## config.mk

```make
export PLATFORM = sky130hd
export DESIGN_NAME = fovea_xlate_top
export DESIGN_NICKNAME = d
export VERILOG_FILES = /design/src/rtl/fovea_pkg.sv /design/src/rtl/fovea_ctrl.sv /design/src/rtl/fovea_datapath.sv /design/src/rtl/fovea_xlate_top.sv
export SDC_FILE = /design/constraint.sdc
export NUM_CORES = 1
export LEC_CHECK = 0
export CAP_MARGIN = 20
export CORE_AREA = 2 2 89 91
export CTS_CLUSTER_DIAMETER = 100
export DETAILED_ROUTE_END_ITERATION = 7
export DIE_AREA = 0 0 91 93
export PLACE_DENSITY = 0.57
export SLEW_MARGIN = 30
export SYNTH_ARGS = -nofsm -noshare
export SYNTH_HDL_FRONTEND = slang
export SYNTH_HIERARCHICAL = 1
export SYNTH_SLANG_ARGS = --single-unit
```

## constraint.sdc

```tcl
create_clock -name clk -period 2.3 [get_ports clk]
set_input_delay 0.46 -clock clk [delete_from_list [all_inputs] [get_ports clk]]
set_output_delay 0.46 -clock clk [all_outputs]
set_load 0.02 [all_outputs]
```

## src/rtl/fovea_pkg.sv

```systemverilog
package fovea_pkg;
  typedef struct packed {
    logic loadOut;
    logic dropEvt;
    logic applyOffs;
  } foveaStrobes_t;

  typedef enum logic [1:0] {
    CFG_OFF_X = 2'd0,
    CFG_OFF_Y = 2'd1,
    CFG_APPLY = 2'd2,
    CFG_NONE  = 2'd3
  } cfgSel_e;
endpackage

```

## src/rtl/fovea_ctrl.sv

```systemverilog
module fovea_ctrl
  import fovea_pkg::*;
(
  input  logic          clk,
  input  logic          rst_n,
  input  logic          inValid,
  input  logic          inRange,
  input  logic          outReady,
  input  logic          cfgApplyReq,
  output logic          inReady,
  output logic          outValid,
  output logic          errFlag,
  output foveaStrobes_t strb
);
  logic accept;
  logic applyPend;

  assign inReady = !outValid || outReady;
  assign accept  = inValid && inReady;

  always_comb begin
    strb.loadOut   = accept && inRange;
    strb.dropEvt   = accept && !inRange;
    strb.applyOffs = applyPend && !accept;
  end

  always_ff @(posedge clk) begin
    if (!rst_n) begin
      outValid  <= 1'b0;
      errFlag   <= 1'b0;
      applyPend <= 1'b0;
    end else begin
      if (strb.loadOut)   outValid <= 1'b1;
      else if (outReady)  outValid <= 1'b0;
      if (strb.dropEvt)   errFlag <= 1'b1;
      if (cfgApplyReq)         applyPend <= 1'b1;
      else if (strb.applyOffs) applyPend <= 1'b0;
    end
  end

  // the flag never clears on its own
  p_err_sticky_r6: assert property (@(posedge clk) disable iff (!rst_n)
    errFlag |=> errFlag);
  // a dropped event leaves no output behind
  p_drop_silent_r6: assert property (@(posedge clk) disable iff (!rst_n)
    strb.dropEvt |=> !outValid);
  // a loaded event is visible on the next cycle
  p_latency_r7: assert property (@(posedge clk) disable iff (!rst_n)
    strb.loadOut |=> outValid);
endmodule

```

## src/rtl/fovea_datapath.sv

```systemverilog
module fovea_datapath
  import fovea_pkg::*;
#(
  parameter int SENSOR_W   = 80,
  parameter int SENSOR_H   = 60,
  parameter int FIELD_BITS = 7,
  localparam int XW = $clog2(SENSOR_W),
  localparam int YW = $clog2(SENSOR_H)
)(
  input  logic                    clk,
  input  logic                    rst_n,
  input  foveaStrobes_t           strb,
  input  logic [XW-1:0]           inX,
  input  logic [YW-1:0]           inY,
  input  logic                    cfgWrEn,
  input  logic [1:0]              cfgSel,
  input  logic [FIELD_BITS-1:0]   cfgData,
  output logic                    inRange,
  output logic [2*FIELD_BITS-1:0] outAddr
);
  localparam int FB = FIELD_BITS;
  localparam int FIELD = 2 ** FB;
  localparam logic [FB-1:0] OFFX_MAX = FB'(FIELD - SENSOR_W);
  localparam logic [FB-1:0] OFFY_MAX = FB'(FIELD - SENSOR_H);
  localparam logic [XW:0] X_LIM = (XW+1)'(SENSOR_W);
  localparam logic [YW:0] Y_LIM = (YW+1)'(SENSOR_H);

  logic [FB-1:0] holdOffX, holdOffY;
  logic [FB-1:0] actOffX,  actOffY;
  logic [FB-1:0] sumX, sumY;
  logic [FB-1:0] clampX, clampY;

  assign inRange = ({1'b0, inX} < X_LIM) && ({1'b0, inY} < Y_LIM);
  assign clampX  = (cfgData > OFFX_MAX) ? OFFX_MAX : cfgData;
  assign clampY  = (cfgData > OFFY_MAX) ? OFFY_MAX : cfgData;
  assign sumX    = FB'(inX) + actOffX;
  assign sumY    = FB'(inY) + actOffY;

  always_ff @(posedge clk) begin
    if (!rst_n) begin
      holdOffX <= '0;
      holdOffY <= '0;
    end else if (cfgWrEn) begin
      if (cfgSel == CFG_OFF_X) holdOffX <= clampX;
      if (cfgSel == CFG_OFF_Y) holdOffY <= clampY;
    end
  end

  always_ff @(posedge clk) begin
    if (!rst_n) begin
      actOffX <= '0;
      actOffY <= '0;
    end else if (strb.applyOffs) begin
      actOffX <= holdOffX;
      actOffY <= holdOffY;
    end
  end

  always_ff @(posedge clk) begin
    if (!rst_n)            outAddr <= '0;
    else if (strb.loadOut) outAddr <= {sumY, sumX};
  end

  // working offsets never exceed their bounds
  p_off_bound_r3: assert property (@(posedge clk) disable iff (!rst_n)
    (actOffX <= OFFX_MAX) && (actOffY <= OFFY_MAX));
  // a translated coordinate never wraps past the field edge
  p_in_field_r2: assert property (@(posedge clk) disable iff (!rst_n)
    strb.loadOut |-> ((FB+1)'(inX) + {1'b0, actOffX} < (FB+1)'(FIELD)) &&
                     ((FB+1)'(inY) + {1'b0, actOffY} < (FB+1)'(FIELD)));
  // working pair changes only on an apply strobe
  p_apply_only_r5: assert property (@(posedge clk) disable iff (!rst_n)
    (!$stable(actOffX) || !$stable(actOffY)) |-> $past(strb.applyOffs));
endmodule

```

## src/rtl/fovea_xlate_top.sv

```systemverilog
module fovea_xlate_top
  import fovea_pkg::*;
#(
  parameter int SENSOR_W   = 80,
  parameter int SENSOR_H   = 60,
  parameter int FIELD_BITS = 7
)(
  input  logic                                clk,
  input  logic                                rst_n,
  input  logic                                inValid,
  output logic                                inReady,
  input  logic [$clog2(SENSOR_W)-1:0]         inX,
  input  logic [$clog2(SENSOR_H)-1:0]         inY,
  output logic                                outValid,
  input  logic                                outReady,
  output logic [2*FIELD_BITS-1:0]             outAddr,
  input  logic                                cfgWrEn,
  input  logic [1:0]                          cfgSel,
  input  logic [FIELD_BITS-1:0]               cfgData,
  output logic                                errFlag
);
  foveaStrobes_t strb;
  logic inRange;
  logic cfgApplyReq;

  assign cfgApplyReq = cfgWrEn && (cfgSel == CFG_APPLY);

  fovea_ctrl ctrl_i (
    .clk(clk), .rst_n(rst_n), .inValid(inValid), .inRange(inRange),
    .outReady(outReady), .cfgApplyReq(cfgApplyReq), .inReady(inReady),
    .outValid(outValid), .errFlag(errFlag), .strb(strb)
  );

  fovea_datapath #(
    .SENSOR_W(SENSOR_W), .SENSOR_H(SENSOR_H), .FIELD_BITS(FIELD_BITS)
  ) dp_i (
    .clk(clk), .rst_n(rst_n), .strb(strb), .inX(inX), .inY(inY),
    .cfgWrEn(cfgWrEn), .cfgSel(cfgSel), .cfgData(cfgData),
    .inRange(inRange), .outAddr(outAddr)
  );

  // a stalled output holds its value
  p_hold_r8: assert property (@(posedge clk) disable iff (!rst_n)
    (outValid && !outReady) |=> (outValid && $stable(outAddr)));
  // no event enters while the output is stalled
  p_stall_blocks_r8: assert property (@(posedge clk) disable iff (!rst_n)
    (outValid && !outReady) |-> !inReady);
endmodule

```

==> run_results.csv <==
group,metric,value,unit
clock_tree,cts_root_buffer,"clkbuf_8",
timing,min_period,2.13,ns
timing,clock.fmax,0.469,GHz
critical_path,cp.required,1.84,ns
critical_path,cp_slowest_cell,"clkdlybuf4s50_1",
final_layout,design_area,2910,µm²
clock_tree,clk_latency,0.30,ns
clock_tree,cts_buffer_depth,2,
logic_synthesis,ys_ff_latch,45,
grt,grt_pass1_vias,1720,
route,ant_nets,0,
logic_synthesis,ys_dominant_reg_cell,"dfxtp_1",
pwr,power,1.69,mW
route,vias,1851,
critical_path,critical_path.top_delay_family,"buffers and inverters",
clock_tree,clk_pin_slew,0.09,ns
timing,hold_violations,0,
critical_path,crit_chain,"clkdlybuf4s50_1, nand2b_4, clkdlybuf4s50_1",
final_layout,layout_common_cells,"dfxtp_1 (45), clkdlybuf4s50_1 (43), nor2_1 (36), a21oi_1 (18), mux2i_1 (17)",
pwr,worst_ir_drop_vdd,0.000198,V
min_path,min_to,"dp_i/holdOffY[0]",
logic_synthesis,synth_area_leader_cell,"dfxtp_1",
floorplan,die-area,8460,µm²
run_status,status,"completed",
floorplan,ioPinCount,44,
placement,hpwl,3.88,mm
critical_path,ff2ff_setup_slack,0.53,ns
placement,gp_congestion,0.815,
clock_tree,cts.sinks,45,
pwr,p_sw_share,24.0,%
critical_path,reg2reg_to,"dp_i/outAddr[6]",
logic_synthesis,synth_nets,278,
clock_tree,cts_tree,"built",
route,drc,0,
timing,skew,0.00659,ns
logic_synthesis,synth_cells,237,
logic_synthesis,avgSynthCellArea,9.18,µm²
route,drt_iter0_drc,70,
floorplan,core,7530,µm²
timing,slew_violations,0,
logic_synthesis,ys_seq_area_share,41.4,%
logic_synthesis,netlist.area_leader.share,41.4,%
final_layout,regArea,901,µm²
final_layout,multi_input_area,1190,µm²
timing,worst_pin_slew,0.441,ns
timing,rsz0062_at_grt,"false",
final_layout,area_growth,33.8,%
timing,whs,0.457,ns
min_path,whs_path_depth,2,
logic_synthesis,syn_area,2180,µm²
final_layout,diodes,0,
floorplan,start_util,28.9,%
critical_path,cp_slowest_stage_delay,0.61,ns
grt,grt.overflow.total,0,
floorplan,num_rows,32,
min_path,hold_path_class,"reg2reg",
clock_tree,h-tree-depth,2,
pwr,switchingPower,0.404,mW
placement,io_buffers,43,
critical_path,critPathLaunchType,"primary input",
grt,grt_max_degree,26,
timing,relSlewSlack,70.2,%
final_layout,final_common_cell,"dfxtp_1",
placement,placedInstanceArea,2790,µm²
clock_tree,postCtsSetupBuffers,0,
final_layout,utilization,38.7,%
clock_tree,cts_hold_buffers,0,
critical_path,arrival,1.67,ns
final_layout,fillers,812,
pwr,clkPwrFrac,36.9,%
critical_path,rr_worst_depth,7,
critical_path,worstSetupPathType,"in2out",
logic_synthesis,ys_warn_count,6,
final_layout,drive_gt1_share,8.93,%
clock_tree,cts_resized,0,
critical_path,path_buf_inv,2,
pwr,leakage,1.09,nW
pwr,seq_power_share,48.3,%
route,vias_per_cell,4.71,
pwr,p_int,1.28,mW
timing,setup_tns,0,ns
logic_synthesis,synth.distinct_cells,46,
clock_tree,numCtsBuffers,5,
pwr,combPwrFrac,14.7,%
floorplan,dieHeight,93,µm
logic_synthesis,synth_top_cells_by_area,"dfxtp_1 (41%), mux2i_1 (7.8%), ha_1 (6.9%)",
route,wl_per_cell,13.0,µm
critical_path,worst_path_most_repeated_cell,"clkdlybuf4s50_1",
timing,fin_crit_sh,92.6,%
timing,setup_violations,0,
critical_path,worst-path-max-fanout,6,
logic_synthesis,synth-edff-count,0,
grt,antenna_found_initial,0,
final_layout,finalNetCount,331,
grt,grtUsageTotal,12.4,%
critical_path,r2r_start,"dp_i/actOffX[0]",
floorplan,die_w,91,µm
min_path,hold_start,"dp_i/holdOffY[0]",
grt,grt_pass1_wl,8.41,mm
job,maxCapViolations,0,
route,dr.pass1.iters,4,
critical_path,crit_path_end_kind,"primary output",
route,wirelength,5.09,mm
pwr,p_per_area,580,nW/µm²
logic_synthesis,synthArstFlopShare,0,%
worst max-delay path by stage:
stage | endpoint | cells after the start | startpoint
2_1_floorplan | dp_i/outAddr[6] | 8 | inX[5]
3_3_place_gp | dp_i/outAddr[6] | 8 | inX[5]
3_5_place_dp | dp_i/outAddr[6] | 8 | inX[5]
4_1_cts | inReady | 3 | outReady
5_1_grt | dp_i/outAddr[6] | 8 | inX[5]
6_report | inReady | 3 | outReady
power groups by stage:
stage | registers, mW | clock network, mW | logic [mW]
finish | 0.816 | 0.623 | 0.249
global route | 0.819 | 0.674 | 0.270
CTS | 0.816 | 0.645 | 0.251
detailed placement | 0.834 | 0 | 0.250
global placement | 0.835 | 0 | 0.247
floorplan | 0.853 | 0 | 0.100
state kept, by name (all words and copies together), names as in the netlist:
| register | flops |
|---|---|
| dp_i/actOffX | 7 |
| ctrl_i/applyPend | 1 |
| ctrl_i/outValid | 1 |
| dp_i/outAddr | 14 |
| ctrl_i/errFlag | 1 |
| dp_i/holdOffY | 7 |
| dp_i/holdOffX | 7 |
| dp_i/actOffY | 7 |
metrics by stage:
step / setup WS, ns / std cells
after floorplan: 0.277 / 237
after global placement: -0.0420 / 385
after detailed placement: -0.0732 / 385
after CTS: 0.161 / 393
after global routing: 0.108 / 393
final: 0.170 / 393
routing by layer:
metal / vias up / global-route usage (%) / wire [µm]
met4: 0 / 5.43 / 82
met3: 6 / 2.98 / 232
met1: 835 / 16.9 / 2580
met2: 41 / 18.8 / 2200
li1: 969 / - / -
met5: - / 0 / 0
cell usage after synthesis, types with 2 or more instances:
| cell type | count |
|---|---|
| nor4_1 | 4 |
| nand4_1 | 2 |
| o21a_1 | 5 |
| dfxtp_1 | 45 |
| and3b_1 | 2 |
| a21o_1 | 2 |
| a21boi_0 | 2 |
| nand2_1 | 10 |
| o31a_1 | 4 |
| nor3_1 | 3 |
| ha_1 | 12 |
| nand3_1 | 7 |
| a21oi_1 | 18 |
| a22oi_1 | 4 |
| o211ai_1 | 2 |
| nor3b_1 | 3 |
| fa_1 | 2 |
| mux2i_1 | 17 |
| buf_2 | 2 |
| or3_1 | 3 |
| inv_1 | 8 |
| a211oi_1 | 3 |
| nor2_1 | 36 |
| o21ai_0 | 2 |
| and4_1 | 2 |
| nor2b_1 | 8 |
| clkbuf_1 | 8 |
| o31ai_1 | 3 |
worst min-delay path, delay by kind of cell, from the launching register on:
family | cells | cell delay, ns
flip-flops | 1 | 0.32
AND/OR/NAND/NOR | 1 | 0.05
AO/OA/AOI/OAI | 1 | 0.05
final cells by class:
| class | count | area share [%] |
|---|---|---|
| Multi-Input combinational cell | 172 | 41.0 |
| Sequential cell | 45 | 30.9 |
| Timing Repair Buffer | 57 | 18.4 |
| Tap cell | 102 | 4.38 |
| Clock buffer | 6 | 2.84 |
| Clock inverter | 2 | 1.29 |
| Inverter | 9 | 1.16 |
cells by family (layout without fill, tap and decap cells):
family / count (synthesis) / count (layout) / share of synthesized area (%)
xor gates and xnor gates: 1 / 1 / 0.403
and+or+nand+nor: 87 / 87 / 20.7
DFF: 45 / 45 / 41.4
muxes: 17 / 17 / 7.82
AOI/OAI and AO/OA: 53 / 53 / 17.2
adders and majority gates: 14 / 14 / 8.74
buffers and inverters: 20 / 74 / 3.74
Note: power is estimated with default switching activity, not from simulation.
